==> src/rtl/cdir_pkg.sv <==
package cdir_pkg;
    typedef enum logic [1:0] {
        ST_IDLE,
        ST_LOOKUP,
        ST_FILL
    } dir_state_t;
endpackage

==> src/rtl/cdir_way_store.sv <==
module cdir_way_store #(
    parameter int WAYS  = 2,
    parameter int SETS  = 4,
    parameter int TAG_W = 25,
    parameter int SET_W = 2,
    parameter int WAY_W = 1
) (
    input  logic             clk,
    input  logic             rst,
    input  logic [SET_W-1:0] lk_set,
    input  logic [TAG_W-1:0] lk_tag,
    input  logic             wr_en,
    input  logic [WAY_W-1:0] wr_way,
    input  logic [SET_W-1:0] wr_set,
    input  logic [TAG_W-1:0] wr_tag,
    output logic [WAYS-1:0]  hit_vec,
    output logic [WAYS-1:0]  valid_vec
);
    for (genvar w = 0; w < WAYS; w++) begin : g_way
        logic [TAG_W-1:0] tag_mem [SETS];
        logic [SETS-1:0]  vld;
        logic             wr_here;

        assign wr_here = wr_en && (wr_way == WAY_W'(w));

        always_ff @(posedge clk) begin
            if (rst) begin
                vld <= '0;
            end else if (wr_here) begin
                vld[wr_set] <= 1'b1;
            end
        end

        always_ff @(posedge clk) begin
            if (wr_here) begin
                tag_mem[wr_set] <= wr_tag;
            end
        end

        assign valid_vec[w] = vld[lk_set];
        assign hit_vec[w]   = vld[lk_set] && (tag_mem[lk_set] == lk_tag);
    end

    // A tag is only installed after a miss, so two ways never hold it at once.
    assert_single_match_R3: assert property (@(posedge clk) disable iff (rst)
        $onehot0(hit_vec));
endmodule

==> src/rtl/cdir_lru.sv <==
module cdir_lru #(
    parameter int WAYS  = 2,
    parameter int SETS  = 4,
    parameter int SET_W = 2,
    parameter int WAY_W = 1
) (
    input  logic             clk,
    input  logic             rst,
    input  logic             touch_en,
    input  logic [SET_W-1:0] touch_set,
    input  logic [WAY_W-1:0] touch_way,
    input  logic [SET_W-1:0] lk_set,
    output logic [WAY_W-1:0] victim_way
);
    // rank 0 = most recently used, WAYS-1 = least recently used
    logic [WAY_W-1:0] rank [SETS][WAYS];
    logic [WAY_W-1:0] touched_rank;
    logic [WAYS-1:0]  oldest_vec;

    assign touched_rank = rank[touch_set][touch_way];

    always_ff @(posedge clk) begin
        if (rst) begin
            for (int s = 0; s < SETS; s++) begin
                for (int w = 0; w < WAYS; w++) begin
                    rank[s][w] <= WAY_W'(w);
                end
            end
        end else if (touch_en) begin
            for (int w = 0; w < WAYS; w++) begin
                if (WAY_W'(w) == touch_way) begin
                    rank[touch_set][w] <= '0;
                end else if (rank[touch_set][w] < touched_rank) begin
                    rank[touch_set][w] <= rank[touch_set][w] + WAY_W'(1);
                end
            end
        end
    end

    always_comb begin
        victim_way = '0;
        for (int w = 0; w < WAYS; w++) begin
            oldest_vec[w] = (rank[lk_set][w] == WAY_W'(WAYS - 1));
            if (oldest_vec[w]) begin
                victim_way = WAY_W'(w);
            end
        end
    end

    // Ranks stay a permutation: exactly one way is the eviction candidate.
    assert_one_victim_R6: assert property (@(posedge clk) disable iff (rst)
        $countones(oldest_vec) == 1);
endmodule

==> src/rtl/cdir_stats.sv <==
module cdir_stats #(
    parameter int CNT_W = 16
) (
    input  logic             clk,
    input  logic             rst,
    input  logic             inc_hit,
    input  logic             inc_miss,
    input  logic             inc_repl,
    output logic [CNT_W-1:0] hit_count,
    output logic [CNT_W-1:0] miss_count,
    output logic [CNT_W-1:0] repl_count
);
    always_ff @(posedge clk) begin
        if (rst) begin
            hit_count  <= '0;
            miss_count <= '0;
            repl_count <= '0;
        end else begin
            if (inc_hit)  hit_count  <= hit_count  + CNT_W'(1);
            if (inc_miss) miss_count <= miss_count + CNT_W'(1);
            if (inc_repl) repl_count <= repl_count + CNT_W'(1);
        end
    end

    assert_repl_is_miss_R5: assert property (@(posedge clk) disable iff (rst)
        inc_repl |-> inc_miss && !inc_hit);
endmodule

==> src/rtl/cache_tag_dir.sv <==
module cache_tag_dir
    import cdir_pkg::*;
#(
    parameter int CACHE_BYTES = 256,
    parameter int LINE_BYTES  = 32,
    parameter int WAYS        = 2,
    parameter int CNT_W       = 16,
    localparam int NUM_SETS   = CACHE_BYTES / (LINE_BYTES * WAYS),
    localparam int OFF_W      = $clog2(LINE_BYTES),
    localparam int SET_W      = $clog2(NUM_SETS),
    localparam int TAG_W      = 32 - OFF_W - SET_W,
    localparam int WAY_W      = (WAYS > 1) ? $clog2(WAYS) : 1
) (
    input  logic             clk,
    input  logic             rst,
    input  logic             req_valid,
    output logic             req_ready,
    input  logic [31:0]      req_addr,
    output logic             resp_valid,
    output logic             resp_hit,
    output logic [WAY_W-1:0] resp_way,
    output logic             fill_req,
    output logic [TAG_W-1:0] fill_tag,
    output logic [SET_W-1:0] fill_set,
    input  logic             fill_done,
    output logic [CNT_W-1:0] hit_count,
    output logic [CNT_W-1:0] miss_count,
    output logic [CNT_W-1:0] repl_count
);
    dir_state_t       state_q, state_d;
    logic [TAG_W-1:0] tag_q;
    logic [SET_W-1:0] set_q;
    logic [WAY_W-1:0] fill_way_q;
    logic [WAYS-1:0]  hit_vec, valid_vec;
    logic [WAY_W-1:0] hit_way, free_way, victim_way, pick_way;
    logic             any_hit, all_valid, accept;
    logic             in_lookup, in_fill, fill_commit;
    logic             offset_unused;

    assign offset_unused = ^req_addr[OFF_W-1:0];
    assign accept        = req_valid && req_ready;
    assign in_lookup     = (state_q == ST_LOOKUP);
    assign in_fill       = (state_q == ST_FILL);
    assign fill_commit   = in_fill && fill_done;

    // state register
    always_ff @(posedge clk) begin
        if (rst) state_q <= ST_IDLE;
        else     state_q <= state_d;
    end

    always_ff @(posedge clk) begin
        if (accept) begin
            tag_q <= req_addr[31 -: TAG_W];
            set_q <= req_addr[OFF_W +: SET_W];
        end
        if (in_lookup) begin
            fill_way_q <= pick_way;
        end
    end

    always_comb begin
        state_d = state_q;
        unique case (state_q)
            ST_IDLE:   if (accept)    state_d = ST_LOOKUP;
            ST_LOOKUP: state_d = any_hit ? ST_IDLE : ST_FILL;
            ST_FILL:   if (fill_done) state_d = ST_IDLE;
            default:   state_d = ST_IDLE;
        endcase
    end

    // outputs
    always_comb begin
        req_ready  = (state_q == ST_IDLE);
        resp_valid = in_lookup;
        resp_hit   = in_lookup && any_hit;
        resp_way   = pick_way;
        fill_req   = in_fill;
        fill_tag   = tag_q;
        fill_set   = set_q;
    end

    always_comb begin
        hit_way  = '0;
        free_way = '0;
        for (int w = WAYS - 1; w >= 0; w--) begin
            if (hit_vec[w])    hit_way  = WAY_W'(w);
            if (!valid_vec[w]) free_way = WAY_W'(w);
        end
        any_hit   = |hit_vec;
        all_valid = &valid_vec;
        pick_way  = any_hit ? hit_way : (all_valid ? victim_way : free_way);
    end

    cdir_way_store #(
        .WAYS(WAYS), .SETS(NUM_SETS), .TAG_W(TAG_W), .SET_W(SET_W), .WAY_W(WAY_W)
    ) u_store (
        .clk(clk), .rst(rst),
        .lk_set(set_q), .lk_tag(tag_q),
        .wr_en(fill_commit), .wr_way(fill_way_q), .wr_set(set_q), .wr_tag(tag_q),
        .hit_vec(hit_vec), .valid_vec(valid_vec)
    );

    cdir_lru #(
        .WAYS(WAYS), .SETS(NUM_SETS), .SET_W(SET_W), .WAY_W(WAY_W)
    ) u_lru (
        .clk(clk), .rst(rst),
        .touch_en((in_lookup && any_hit) || fill_commit),
        .touch_set(set_q),
        .touch_way(in_fill ? fill_way_q : hit_way),
        .lk_set(set_q),
        .victim_way(victim_way)
    );

    cdir_stats #(.CNT_W(CNT_W)) u_stats (
        .clk(clk), .rst(rst),
        .inc_hit(in_lookup && any_hit),
        .inc_miss(in_lookup && !any_hit),
        .inc_repl(in_lookup && !any_hit && all_valid),
        .hit_count(hit_count), .miss_count(miss_count), .repl_count(repl_count)
    );

    assert_resp_next_R2: assert property (@(posedge clk) disable iff (rst)
        accept |=> resp_valid);
    assert_resp_single_R2: assert property (@(posedge clk) disable iff (rst)
        resp_valid |=> !resp_valid);
    assert_busy_blocks_R10: assert property (@(posedge clk) disable iff (rst)
        resp_valid |-> !req_ready);
    assert_fill_hold_R7: assert property (@(posedge clk) disable iff (rst)
        (fill_req && !fill_done) |=> fill_req && $stable(fill_tag) && $stable(fill_set));
    assert_miss_fill_R7: assert property (@(posedge clk) disable iff (rst)
        (resp_valid && !resp_hit) |=> fill_req);
    assert_hit_count_R8: assert property (@(posedge clk) disable iff (rst)
        (resp_valid && resp_hit) |=> hit_count == $past(hit_count) + CNT_W'(1));
    assert_repl_count_R5: assert property (@(posedge clk) disable iff (rst)
        (resp_valid && !resp_hit && all_valid) |=> repl_count == $past(repl_count) + CNT_W'(1));
endmodule

==> config.mk <==
export PLATFORM = sky130hd
export DESIGN_NAME = cache_tag_dir
export DESIGN_NICKNAME = d
export VERILOG_FILES = /design/src/rtl/cdir_pkg.sv /design/src/rtl/cdir_way_store.sv /design/src/rtl/cdir_lru.sv /design/src/rtl/cdir_stats.sv /design/src/rtl/cache_tag_dir.sv
export SDC_FILE = /design/constraint.sdc
export NUM_CORES = 1
export LEC_CHECK = 0
export BUFFER_PORTS_ARGS = -buffer_cell sky130_fd_sc_hd__buf_2
export CORE_MARGIN = 3
export CORE_UTILIZATION = 59
export CTS_CLUSTER_DIAMETER = 200
export DETAILED_ROUTE_END_ITERATION = 7
export HOLD_SLACK_MARGIN = 0.03
export PLACE_DENSITY = 0.79
export SYNTH_ARGS = -nofsm -noshare
export SYNTH_HDL_FRONTEND = slang
export SYNTH_HIERARCHICAL = 1
export SYNTH_SLANG_ARGS = --single-unit
export TNS_END_PERCENT = 10
==> constraint.sdc <==
create_clock -name clk -period 4.1 [get_ports clk]
set_clock_uncertainty 0.2 [all_clocks]
set_input_delay 0.205 -clock clk [delete_from_list [all_inputs] [get_ports clk]]
set_output_delay 0.205 -clock clk [all_outputs]
set_load 0.1 [all_outputs]
* After elaboration in Yosys (flattened, before gate mapping)
Memory sizes are Yosys's and may differ from the RTL's. A register that Yosys moved wholly into a read port is not among the register bits.
Index checks and enable logic that the tools add are counted.
** Word-level totals
- Bits in registers :: 86
- Latch bits :: 0
- Bits in writable memories :: 208
- Bits in read-only memories :: 0
- Input port bits :: 36
- Output and inout bits :: 80
- Memories :: 3
** Memory list
- u_store.g_way[0].tag_mem :: words 4, width 25, rd ports 1, clocked after memory_dff 1, wr ports 1, RTL line cdir_way_store.sv:20 : logic [TAG_W-1:0] tag_mem [SETS];
- u_store.g_way[1].tag_mem :: words 4, width 25, rd ports 1, clocked after memory_dff 1, wr ports 1, RTL line cdir_way_store.sv:20
- u_lru.rank :: words 4, width 2, rd ports 1, clocked after memory_dff 1, wr ports 4, RTL line cdir_lru.sv:16 : logic [WAY_W-1:0] rank [SETS][WAYS];
** Cells by class
- $add $sub $neg :: 5
- Multiply operators :: 0
- Div/mod/pow operators :: 0
- Order comparisons :: 5
- Equality and inequality tests :: 6
- Shift operators :: 0
- Muxes and demuxes :: 53
- Bitwise logic cells :: 6
- Reduce and logical (&&, ||, !) cells :: 17
** Operators with widths (number)
- == test 25 bit :: 2
- adder 16 x 1 -> 16 bit, second input constant :: 3
- two-way mux 1 bit :: 40
- two-way mux 2 bit :: 9
- logical AND 1 bit :: 10
- bitwise OR 4 bit :: 2
- one-hot mux 2 bit (3 select lines) :: 1
- binary-select mux 1 bit (select 2 bit) :: 2
- AND reduction 2 bit :: 2
- OR reduction 2 bit :: 2
- < comparator 2 x 3 -> 1 bit, second input constant :: 1
- adder 1 bit, second input constant :: 2
- demux 1 bit (select 2 bit) :: 1
- == test 2 x 1 -> 1 bit, second input constant :: 1
- == test 2 bit, second input constant :: 1
- greater-or-equal comparator 2 x 1 -> 1 bit, second input constant :: 1
- greater-or-equal comparator 2 bit, second input constant :: 1
- zero test 2 bit :: 1
- < comparator 1 bit :: 2
- inequality test 2 x 1 -> 1 bit, second input constant :: 1
- inequality test 2 bit, second input constant :: 1
- inverter 1 -> 2 bit :: 1
- bitwise OR 1 bit :: 2
- zero test 1 bit :: 1
- other kinds (2) :: 2

* Depth between registers and ports, before layout
Gate-level depths: netlist (run 1).
- Depth in word-level cells :: 19
- Gate-level depth with buffers :: 16
- Gate-level depth less buffers :: 12

* Hierarchy
The synthesis (run 1) kept the hierarchy.
** By module, submodules not included
- cdir_way_store :: times used 1, cells each 440, area each 8414.3 µm², sequential area each 6165.9 µm²
- cdir_stats :: times used 1, cells each 240, area each 2128.3 µm², sequential area each 960.9 µm²
- cache_tag_dir :: times used 1, cells each 49, area each 1013.5 µm², sequential area each 880.8 µm²
- cdir_lru :: times used 1, cells each 45, area each 523.0 µm², sequential area each 230.2 µm²

* Least setup slack after synthesis (run 1)
Ideal clock, no wire load.
- Path kind :: register -> register
- Start :: reg set_q[0], in the netlist fill_set[0]
- End :: reg fill_way_q, data pin
- Data arrival time :: 4422 ps
- Setup slack :: -975 ps
- Stages on the path, launching flop included :: 10
- Buffers on the path :: 2
- Cell sequence :: edfxtp_1 buf_6 buf_2 mux4_2 xor2_1 nor4_2 nand3_1 nor4_2 a21oi_1 nor2_1
** Between the ends
- Word-level cells in the longest chain between the ends :: 6
- Elaborated cells between the ends (all ways) :: 14
** RTL lines
- start: declaration :: RTL line cache_tag_dir.sv:32 : logic [SET_W-1:0] set_q;
- start signal: assignment :: RTL line cache_tag_dir.sv:55 : set_q <= req_addr[OFF_W +: SET_W];
- binary-select mux 1 bit (select 2 bit) (*) :: RTL line cdir_way_store.sv:41 : assign hit_vec[w] = vld[lk_set] && (tag_mem[lk_set] == lk_tag);
- two-way mux 1 bit (implied by the code) (*) :: RTL line cdir_way_store.sv:41
- logical AND 1 bit (*) :: RTL line cdir_way_store.sv:41
- via hit_vec[1] :: RTL line cache_tag_dir.sv:34 : logic [WAYS-1:0] hit_vec, valid_vec;
- two-way mux 1 bit (2 in series) :: RTL line cache_tag_dir.sv:87 : if (hit_vec[w]) hit_way = WAY_W'(w);
- two-way mux 1 bit (*) :: RTL line cache_tag_dir.sv:92 : pick_way = any_hit ? hit_way : (all_valid ? victim_way : free_way);
- via resp_way :: RTL line cache_tag_dir.sv:21 : output logic [WAY_W-1:0] resp_way,
- end signal: assignment :: RTL line cache_tag_dir.sv:58 : fill_way_q <= pick_way;
- end: declaration :: RTL line cache_tag_dir.sv:33 : logic [WAY_W-1:0] fill_way_q;
Mark *: on every way through the listed nets, which the timed path passes. The rest lies on a longest branch. The select of a mux whose other input is x is not followed.
A chain may end at the register's enable or synchronous reset.

* Worst setup path in the final report (run 1)
- Start :: reg set_q[0], in the netlist fill_set[0]
- End :: out resp_hit
** Between the ends
- Word-level cells in the longest chain between the ends :: 5
- Elaborated cells between the ends (all ways) :: 8
** RTL lines
- binary-select mux 1 bit (select 2 bit) :: RTL line cdir_way_store.sv:41
- two-way mux 1 bit (implied by the code) :: RTL line cdir_way_store.sv:41
- logical AND 1 bit :: RTL line cdir_way_store.sv:41
- via hit_vec[1] :: RTL line cache_tag_dir.sv:34
- OR reduction 2 bit :: RTL line cache_tag_dir.sv:90 : any_hit = |hit_vec;
- logical AND 1 bit :: RTL line cache_tag_dir.sv:76 : resp_hit = in_lookup && any_hit;
- end: declaration :: RTL line cache_tag_dir.sv:20 : output logic resp_hit,
The timed path passes the listed nets, and every way through them passes these cells. The select of a mux whose other input is x is not followed.

==> flow_summary.toml, run 1 <==
[status]
status = "finished, final reports clean"

[sta]
grt_setup_unrepaired = "no"
final.setup.worst_slack_ps = 118
finalHoldViolations = 0
slew_headroom = 0.338
fmax_mhz = 251
worst_slew_pin_slew_ps = 988
fin_setup_tns_ps = 0
setup_viol = 0
fin_crit_sh = 0.971
post-route-min-period_ps = 3980
slew_viol_final = 0

[drt]
post-route-drc-count = 0
avgViaCountPerCell = 5.85
via_count = 7249
drtIter0Drc = 551
routedWlPerCell_um = 20.2
ant_nets = 0
dr.pass1.iters = 5
wirelength_mm = 25.1

[floorplanning]
die-height_um = 149
coreArea_um2 = 19800
dieWidth_um = 149
num_io_pins = 116
dieArea_um2 = 22200
fp-row-count = 51
start_util = 0.611

[setup_path]
critPathArrivalTime_ps = 3580
crit_chain = "buf_12, buf_8, buf_6, mux4_2, xor2_1, nor4_2, nand3_1, nor4_4, buf_4, o21a_4, buf_4, buf_12"
slowest_delay_ps = 510
worst_setup_path_end_kind = "output port"
reg2reg_depth = 15
path_delay_family = "buffers and inverters"
crit_type = "reg -> out"
rr_endpoint = "u_stats/repl_count[14]"
reg2reg_slack_ps = 180
cp-start-kind = "flip-flop"
worstReg2RegStart = "fill_set[0]"
cp.buffers_inverters = 6
cp.required_ps = 3690
slowest_stage = "mux4_2"
path_max_fanout = 9

[hold_path]
holdPathStages = 2
min_to = "u_stats/repl_count[3]"
min_from = "rst"
min_path_type = "in -> reg"

[final_layout]
final_common_cell = "edfxtp_1"
design_area_um2 = 14500
mostFrequentLayoutCells = "edfxtp_1 (235), buf_2 (108), nor2_1 (75), dfxtp_1 (59), xnor2_1 (48)"
area_delta_synth_final_pct = 20.4
antenna_cells = 0
fin_nets = 992
stdcell_count = 1240
drive_above_1_share = 0.271

[cts]
cts_tree = "yes"
clk_path_buf_depth = 3
clkTransAtPathRegs_ps = 60
insertion_delay_ps = 530
cts_root_buf = "clkbuf_16"
cts.sinks = 294
cts_inserted_buffers = 29
h-tree-depth = 1

[global_route]
grt_overflow_total = 0
grt_max_degree = 52
grt_pass1_vias = 7118
grt_use_total = 0.226
grt_pass1_wl_mm = 39.1
antenna_found_initial = 0

[power_and_ir_drop]
power.density_nw_per_um2 = 443
peakVddDrop_mv = 0.338
leakage_nw = 5.23
finalPower_mw = 6.44

[synth]
netlist_instances = 774
synth_xor_area_frac = 0.0522
synth_edf_count = 235
netlist_area_um2 = 12100
syn_nets = 813
syn_avg_cell_area_um2 = 15.6
yosys_warnings = 6
synthArstFlopShare = 0
yosys.area_share.simple = 0.0943
synth_mux_area_frac = 0.115
ys_seq_area_frac = 0.682
synth_compound_area_frac = 0.0336
synth_cell_types = 62
ys.flop_type = "edfxtp_1"
synth_top_family_by_area = "multiplexers"
ys_ff_latch = 294
synth_fa_ha_area_frac = 0.00311

[job]
cap_violations = 0

[placed_design]
place_congestion = 0.826
portBuffers = 110
dp_hpwl_mm = 15.6
pre_cts_slack_ps = 106
dp.cells = 1152
placed_area_um2 = 13200
-- metrics by stage --
stage	utilization	hold WS, ps
floorplan	-	76.6
global placement	0.667	181
detailed placement	0.667	183
CTS	0.731	82.2
global route	0.735	123
finish	0.735	86.7
-- logic make-up (layout without fill, tap and decap cells) --
logic type | after synthesis | in the layout
adders and majority gates | 3 | 3
xor gates and xnor gates | 72 | 72
DFF | 294 | 294
buffers and inverters | 42 | 243
muxes | 88 | 88
AOI/OAI and AO/OA | 65 | 65
and+or+nand+nor | 210 | 210
-- power by group --
part	total [mW]	internal (mW)	leakage, nW	switching [mW]
sequential	3.33	3.26	2.60	0.0644
combinational	0.502	0.178	2.15	0.324
clock	2.61	1.56	0.478	1.05
-- what timing repair did --
| item | CTS | global route |
|---|---|---|
| setup endpoints to repair | 1 | 10 |
| hold buffers | 28 | 0 |
| cloned | 0 | 1 |
| endpoints found under the hold margin | 28 | 0 |
| pin swaps | 2 | 5 |
| setup buffers | 3 | 3 |
| resized for setup | 2 | 10 |
-- worst max-delay path by stage --
stage,start,end,slack (ps),depth (start not counted)
floorplan,fill_set[0],u_stats/hit_count[10],-720,13
global placement,fill_set[0],u_stats/repl_count[14],140,14
detailed placement,fill_set[0],u_stats/repl_count[14],110,14
CTS,fill_set[0],resp_hit,40,11
global route,fill_set[0],resp_hit,4,13
finish,fill_set[0],resp_hit,120,12
-- layer usage --
layer | share of wire | up-vias | wire length, µm | global-route usage
li1 | - | 3320 | - | -
met1 | 0.42 | 3585 | 10400 | 0.312
met2 | 0.49 | 300 | 12200 | 0.377
met3 | 0.075 | 44 | 1880 | 0.0398
met4 | 0.022 | 0 | 541 | 0.0618
met5 | 0 | - | 0 | 0
-- state kept, by name (all words and copies together) (netlist names) --
| register | count |
|---|---|
| u_store/g_way.tag_mem | 200 |
| fill_tag | 25 |
| u_stats/hit_count | 16 |
| u_stats/miss_count | 16 |
| u_stats/repl_count | 16 |
| u_lru/rank | 8 |
| u_store/g_way.vld | 8 |
| fill_set | 2 |
| state_q | 2 |
| fill_way_q | 1 |
-- Yosys cell counts (2+ instances only) --
| cell type | instances | area share |
|---|---|---|
| mux4_1 | 14 | 0.030 |
| dfxtp_1 | 59 | 0.098 |
| nand2b_1 | 5 | 0.0026 |
| o2111ai_1 | 3 | 0.0022 |
| mux2i_1 | 44 | 0.036 |
| nand4_2 | 4 | 0.0041 |
| o21ai_0 | 13 | 0.0054 |
| nor4_2 | 2 | 0.0021 |
| buf_4 | 3 | 0.0019 |
| buf_6 | 5 | 0.0047 |
| ha_1 | 3 | 0.0031 |
| a21oi_1 | 21 | 0.0087 |
| xnor2_1 | 51 | 0.037 |
| nand2_1 | 26 | 0.0081 |
| mux4_2 | 22 | 0.041 |
| or3_1 | 4 | 0.0021 |
| nor3_1 | 14 | 0.0058 |
| inv_1 | 12 | 0.0037 |
| a31oi_1 | 2 | 0.0010 |
| nand3_1 | 17 | 0.0070 |
| nor2_1 | 82 | 0.025 |
| xor2_1 | 21 | 0.015 |
| edfxtp_1 | 235 | 0.58 |
| a211oi_1 | 2 | 0.0012 |
| nor4_1 | 11 | 0.0057 |
| mux2_2 | 8 | 0.0075 |
| nor2b_1 | 10 | 0.0052 |
| o22ai_1 | 8 | 0.0041 |
| a22oi_1 | 6 | 0.0037 |
| buf_2 | 9 | 0.0037 |
| nand4_1 | 15 | 0.0078 |
| nand2b_4 | 2 | 0.0023 |
| clkbuf_1 | 7 | 0.0022 |
| buf_1 | 4 | 0.0012 |
| and3_1 | 3 | 0.0016 |
-- worst reg2reg max path: stages (launching register included) --
cell,delay (ps)
edfxtp_1,380
buf_12,140
buf_8,160
buf_6,160
mux4_2,510
xor2_1,180
nor4_2,270
nand3_1,190
nor4_4,360
buf_4,210
nor4b_4,60
and3_2,280
nand3_1,170
nor2_1,100
nand4_1,110
mux2_2,340
-- cell type report --
class,instances,area [µm²]
Clock buffer,42,855
Clock inverter,11,106
Fill cell,1215,5230
Inverter,12,45.0
Multi-Input combinational cell,438,3690
Sequential cell,294,8240
Tap cell,265,332
Timing Repair Buffer,178,1280
(Power assumes the default switching activity.)
==> run 2, diff against run 1 <==
SYNTH_HIERARCHICAL = default   (was 1)
==> flow_summary.toml, run 2 <==
[global_route]
grt_pass1_vias = 7979
grt_use_total = 0.238
antenna_found_initial = 0
grt_overflow_total = 0
grt_max_degree = 34
grt_pass1_wl_mm = 44.2

[hold_path]
min_from = "req_addr[14]"
min_path_type = "in -> reg"
holdPathStages = 2
min_to = "fill_tag[7]"

[placed_design]
placed_area_um2 = 13700
place_congestion = 0.827
dp.cells = 1248
dp_hpwl_mm = 17.2
portBuffers = 110

[synth]
synth_largest_area_cell = "edfxtp_1"
synth_edf_count = 235
netlist_area_um2 = 12600
ys.flop_type = "edfxtp_1"
synthTopCellsByArea = "edfxtp_1 (56%), dfxtp_1 (9.7%), mux4_2 (6.5%)"
synth_cell_types = 70
ys_seq_area_frac = 0.659
synth_fa_ha_area_frac = 0.00299
syn_avg_cell_area_um2 = 14.5
netlist_instances = 868
synth.most_common_cell = "edfxtp_1"
synth_compound_area_frac = 0.0503
ys_ff_latch = 296
synth_mux_area_frac = 0.109
yosys.area_share.simple = 0.112
synth_top_family_by_area = "simple AND/OR/NAND/NOR gates"
synth_commonest_cells = "edfxtp_1 (235), nor2_1 (76), dfxtp_1 (61)"
yosys_warnings = 0
syn_nets = 907
netlist.area_leader.share = 0.562
synthArstFlopShare = 0
synth_xor_area_frac = 0.0466

[cts]
cts_inserted_buffers = 29
clk_path_buf_depth = 3
cts_root_buf = "clkbuf_16"
cts.sinks = 296
h-tree-depth = 1
insertion_delay_ps = 550
clkTransAtPathRegs_ps = 60
cts_tree = "yes"

[final_layout]
area_delta_synth_final_pct = 20.8
antenna_cells = 0
stdcell_count = 1338
fin_nets = 1085
mostFrequentLayoutCells = "edfxtp_1 (235), buf_2 (108), nor2_1 (68), dfxtp_1 (59), nand2_1 (43)"
largest_reg_flops = 200
regMostFlops = "u_store.g_way.tag_mem"
design_area_um2 = 15200
final_common_cell = "edfxtp_1"
drive_above_1_share = 0.268

[setup_path]
worst_setup_path_end_kind = "output port"
reg2reg_depth = 11
reg2reg_slack_ps = 270
cp-start-kind = "flip-flop"
crit_type = "reg -> out"
path_max_fanout = 16
rr_endpoint = "u_lru.rank[3][1]"
cp.required_ps = 3690
critPathArrivalTime_ps = 3610

[floorplanning]
dieArea_um2 = 23100
dieWidth_um = 152
start_util = 0.611
fp-row-count = 52
coreArea_um2 = 20600
die-height_um = 152
num_io_pins = 116

[drt]
avgViaCountPerCell = 6.02
wirelength_mm = 27.8
post-route-drc-count = 0
drtIter0Drc = 635
via_count = 8059
ant_nets = 0
dr.pass1.iters = 5
routedWlPerCell_um = 20.8

[sta]
slew_viol_final = 0
post-route-min-period_ps = 4010
fin_setup_tns_ps = 0
finalHoldViolations = 0
fin_crit_sh = 0.978
fmax_mhz = 249
slew_headroom = 0.404
setup_viol = 0
grt_setup_unrepaired = "no"
worst_slew_pin_slew_ps = 894

[power_and_ir_drop]
peakVddDrop_mv = 0.468
power.density_nw_per_um2 = 457
finalPower_mw = 6.92
leakage_nw = 5.41

[status]
status = "finished, final reports clean"

[job]
cap_violations = 0
[run 2: where the power goes]
| group | internal [mW] | total, mW | switching [mW] |
|---|---|---|---|
| clock network | 1.79 | 2.87 | 1.08 |
| registers | 3.28 | 3.35 | 0.0712 |
| logic | 0.265 | 0.697 | 0.432 |
| total | 5.34 | 6.92 | 1.59 |
[run 2: stage by stage]
stage                     setup WS, ps  hold slack, ps  utilization
after floorplan                   -463             104            -
after global placement             246             181        0.664
after detailed placement           180             183        0.664
after CTS                         24.5             143        0.733
after global routing              3.74             153        0.738
final                             88.3             165        0.738
[run 2: cell type report]
| cell class | instances | area [µm²] |
|---|---|---|
| multi-input combinational | 519 | 4140 |
| fill | 1324 | 5390 |
| inverter | 16 | 60.1 |
| clock inverter | 15 | 253 |
| timing repair buffer | 184 | 1300 |
| tap | 270 | 338 |
| clock buffer | 38 | 790 |
| sequential | 296 | 8290 |
[run 2: worst max path at each step]
stage,to,slack [ps],start
3_5_place_dp,u_stats.repl_count[7],180,flip-flop
6_report,resp_hit,90,flip-flop
4_1_cts,resp_way,20,flip-flop
5_1_grt,resp_hit,4,flip-flop
3_3_place_gp,u_stats.miss_count[15],250,flip-flop
2_1_floorplan,u_stats.hit_count[1],-460,fill_tag[11]
[run 2: layer usage]
layer	wire, µm	track usage	vias up
met5	0	0	-
met3	2200	0.0452	72
li1	-	-	3675
met4	853	0.0723	0
met2	13600	0.401	366
met1	11100	0.319	3946
[run 2: logic make-up after synthesis]
group	count (synthesis)
DFF	296
AOI/OAI and AO/OA	89
xor gates and xnor gates	66
and+or+nand+nor	271
adders and majority gates	3
buffers and inverters	53
muxes	90
[run 2: worst max-delay path, cell delays in order (launching register included)]
cell     delay (ps)
dfxtp_4         440
buf_12          200
mux4_2          520
xnor2_1         360
nand4_1         140
or4_4           540
or3_1           460
a21oi_4         190
buf_12          200
[run 2: repair_timing]
item | CTS | global route
resized for setup | 5 | 9
gates cloned | 1 | 0
setup buffers | 3 | 4
hold buffers | 29 | 0
hold endpoints to repair | 48 | 0
setup endpoints to repair | 2 | 2
pin swaps | 0 | 1
==> run 3, diff against run 2 <==
CORE_MARGIN = 2   (was 3)
CORE_UTILIZATION = 45   (was 59)
PLACE_DENSITY = 0.63   (was 0.79)
REMOVE_ABC_BUFFERS = 1   (was default)
==> flow_summary.toml, run 3 (synthesis results as in run 2) <==
[floorplanning]
dieWidth_um = 171
die-height_um = 171
fp-row-count = 61
coreArea_um2 = 27600
start_util = 0.455
dieArea_um2 = 29300
num_io_pins = 116

[final_layout]
fin_nets = 1087
design_area_um2 = 15200
drive_above_1_share = 0.262
multiInputGateArea_um2 = 4080
mostFrequentLayoutCells = "edfxtp_1 (235), buf_2 (108), nor2_1 (68), dfxtp_1 (59), xnor2_1 (46)"
antenna_cells = 0
ff_latch_area_um2 = 8290
regMostFlops = "u_store.g_way.tag_mem"
largest_reg_flops = 200
stdcell_count = 1450
finish.utilization = 0.549
area_delta_synth_final_pct = 20.9
fillCellCount = 2316
final_common_cell = "edfxtp_1"

[drt]
dr.pass1.iters = 5
post-route-drc-count = 0
routedWlPerCell_um = 18.7
ant_nets = 0
drtIter0Drc = 477
via_count = 7810
avgViaCountPerCell = 5.39
wirelength_mm = 27.1

[cts]
cts_inserted_buffers = 31
clk_path_buf_depth = 3
cts_tree = "yes"
cts.sinks = 296
clkTransAtPathRegs_ps = 60
h-tree-depth = 1
cts_root_buf = "clkbuf_16"
insertion_delay_ps = 550

[placed_design]
placed_area_um2 = 13800
place_congestion = 0.826
dp.cells = 1357
portBuffers = 110
dp_hpwl_mm = 17.5
pre_cts_slack_ps = 327

[global_route]
grt_max_degree = 60
grt_use_total = 0.185
grt_pass1_wl_mm = 41.5
grt_pass1_vias = 7512
antenna_found_initial = 0
grt_overflow_total = 0

[power_and_ir_drop]
power.density_nw_per_um2 = 449
peakVddDrop_mv = 0.361
leakage_nw = 5.34

[sta]
slew_headroom = 0.267
finalHoldViolations = 0
fin_crit_sh = 0.972
fmax_mhz = 251
fin_setup_tns_ps = 0
final.setup.worst_slack_ps = 115
grt_setup_unrepaired = "yes"
slew_viol_final = 0
setup_viol = 0
worst_slew_pin_slew_ps = 1100
post-route-min-period_ps = 3990

[setup_path]
path_max_fanout = 10
cp.required_ps = 3690
critPathArrivalTime_ps = 3580
crit_type = "reg -> out"
worst_setup_path_end_kind = "output port"
cp-start-kind = "flip-flop"

[status]
status = "finished, final reports clean"

[job]
cap_violations = 0

[hold_path]
min_path_type = "in -> reg"
[run 3: path summary, 6_finish.rpt]
| check | depth (start not counted) | slack [ps] | from | to |
|---|---|---|---|---|
| setup / recovery | 10 | 110 | flip-flop | resp_hit |
| hold / removal | 2 | 130 | rst | u_stats.repl_count[1] |
| setup reg to reg | 10 | 400 | flip-flop | u_lru.rank[3][1] |
| hold reg to reg | 2 | 270 | u_store.g_way[0].vld[0] | u_store.g_way[0].vld[0] |
[run 3: timing repair]
action                                  in CTS  in global routing
buffers inserted                             0                  7
hold buffers                                28                  0
endpoints found under the setup margin       2                  3
resized for setup                            2                  4
cloned                                       0                  1
endpoints found under the hold margin       32                  0
[run 3: power breakdown]
group	total (mW)	leakage (nW)	internal (mW)	switching (mW)
clock	2.77	0.483	1.64	1.13
combinational	0.687	2.24	0.260	0.426
sequential	3.35	2.62	3.28	0.0714
[run 3: layer usage]
| metal | part of all wire | global-route usage |
|---|---|---|
| met4 | 0.023 | 0.0538 |
| met2 | 0.48 | 0.300 |
| met5 | 0 | 0 |
| met1 | 0.45 | 0.257 |
| met3 | 0.053 | 0.0312 |
[run 3: cell type report]
type / instances / share of cell area
tap: 378 / 0.0312
sequential: 296 / 0.546
inverter: 16 / 0.00396
clock inverter: 18 / 0.0132
multi-input combinational: 519 / 0.269
clock buffer: 39 / 0.0531
timing repair buffer: 184 / 0.0839
[run 3: per-stage QoR]
| step | total power, mW | hold WS [ps] |
|---|---|---|
| 3_5_place_dp | 4.07 | 183 |
| 4_1_cts | 6.85 | 128 |
| 6_report | 6.81 | 135 |
| 3_3_place_gp | 4.06 | 181 |
| 2_1_floorplan | 3.86 | 74.1 |
| 5_1_grt | 7.04 | 139 |
[run 3: worst max-delay path, cell delays in order, from the launching register on]
cell and delay, ps:
dfxtp_4 420, buf_12 170, mux4_2 530, xnor2_1 160, buf_4 160, nand4_1 90
or4_4 590, or3_1 440, a21oi_2 150, buf_4 150, buf_12 160
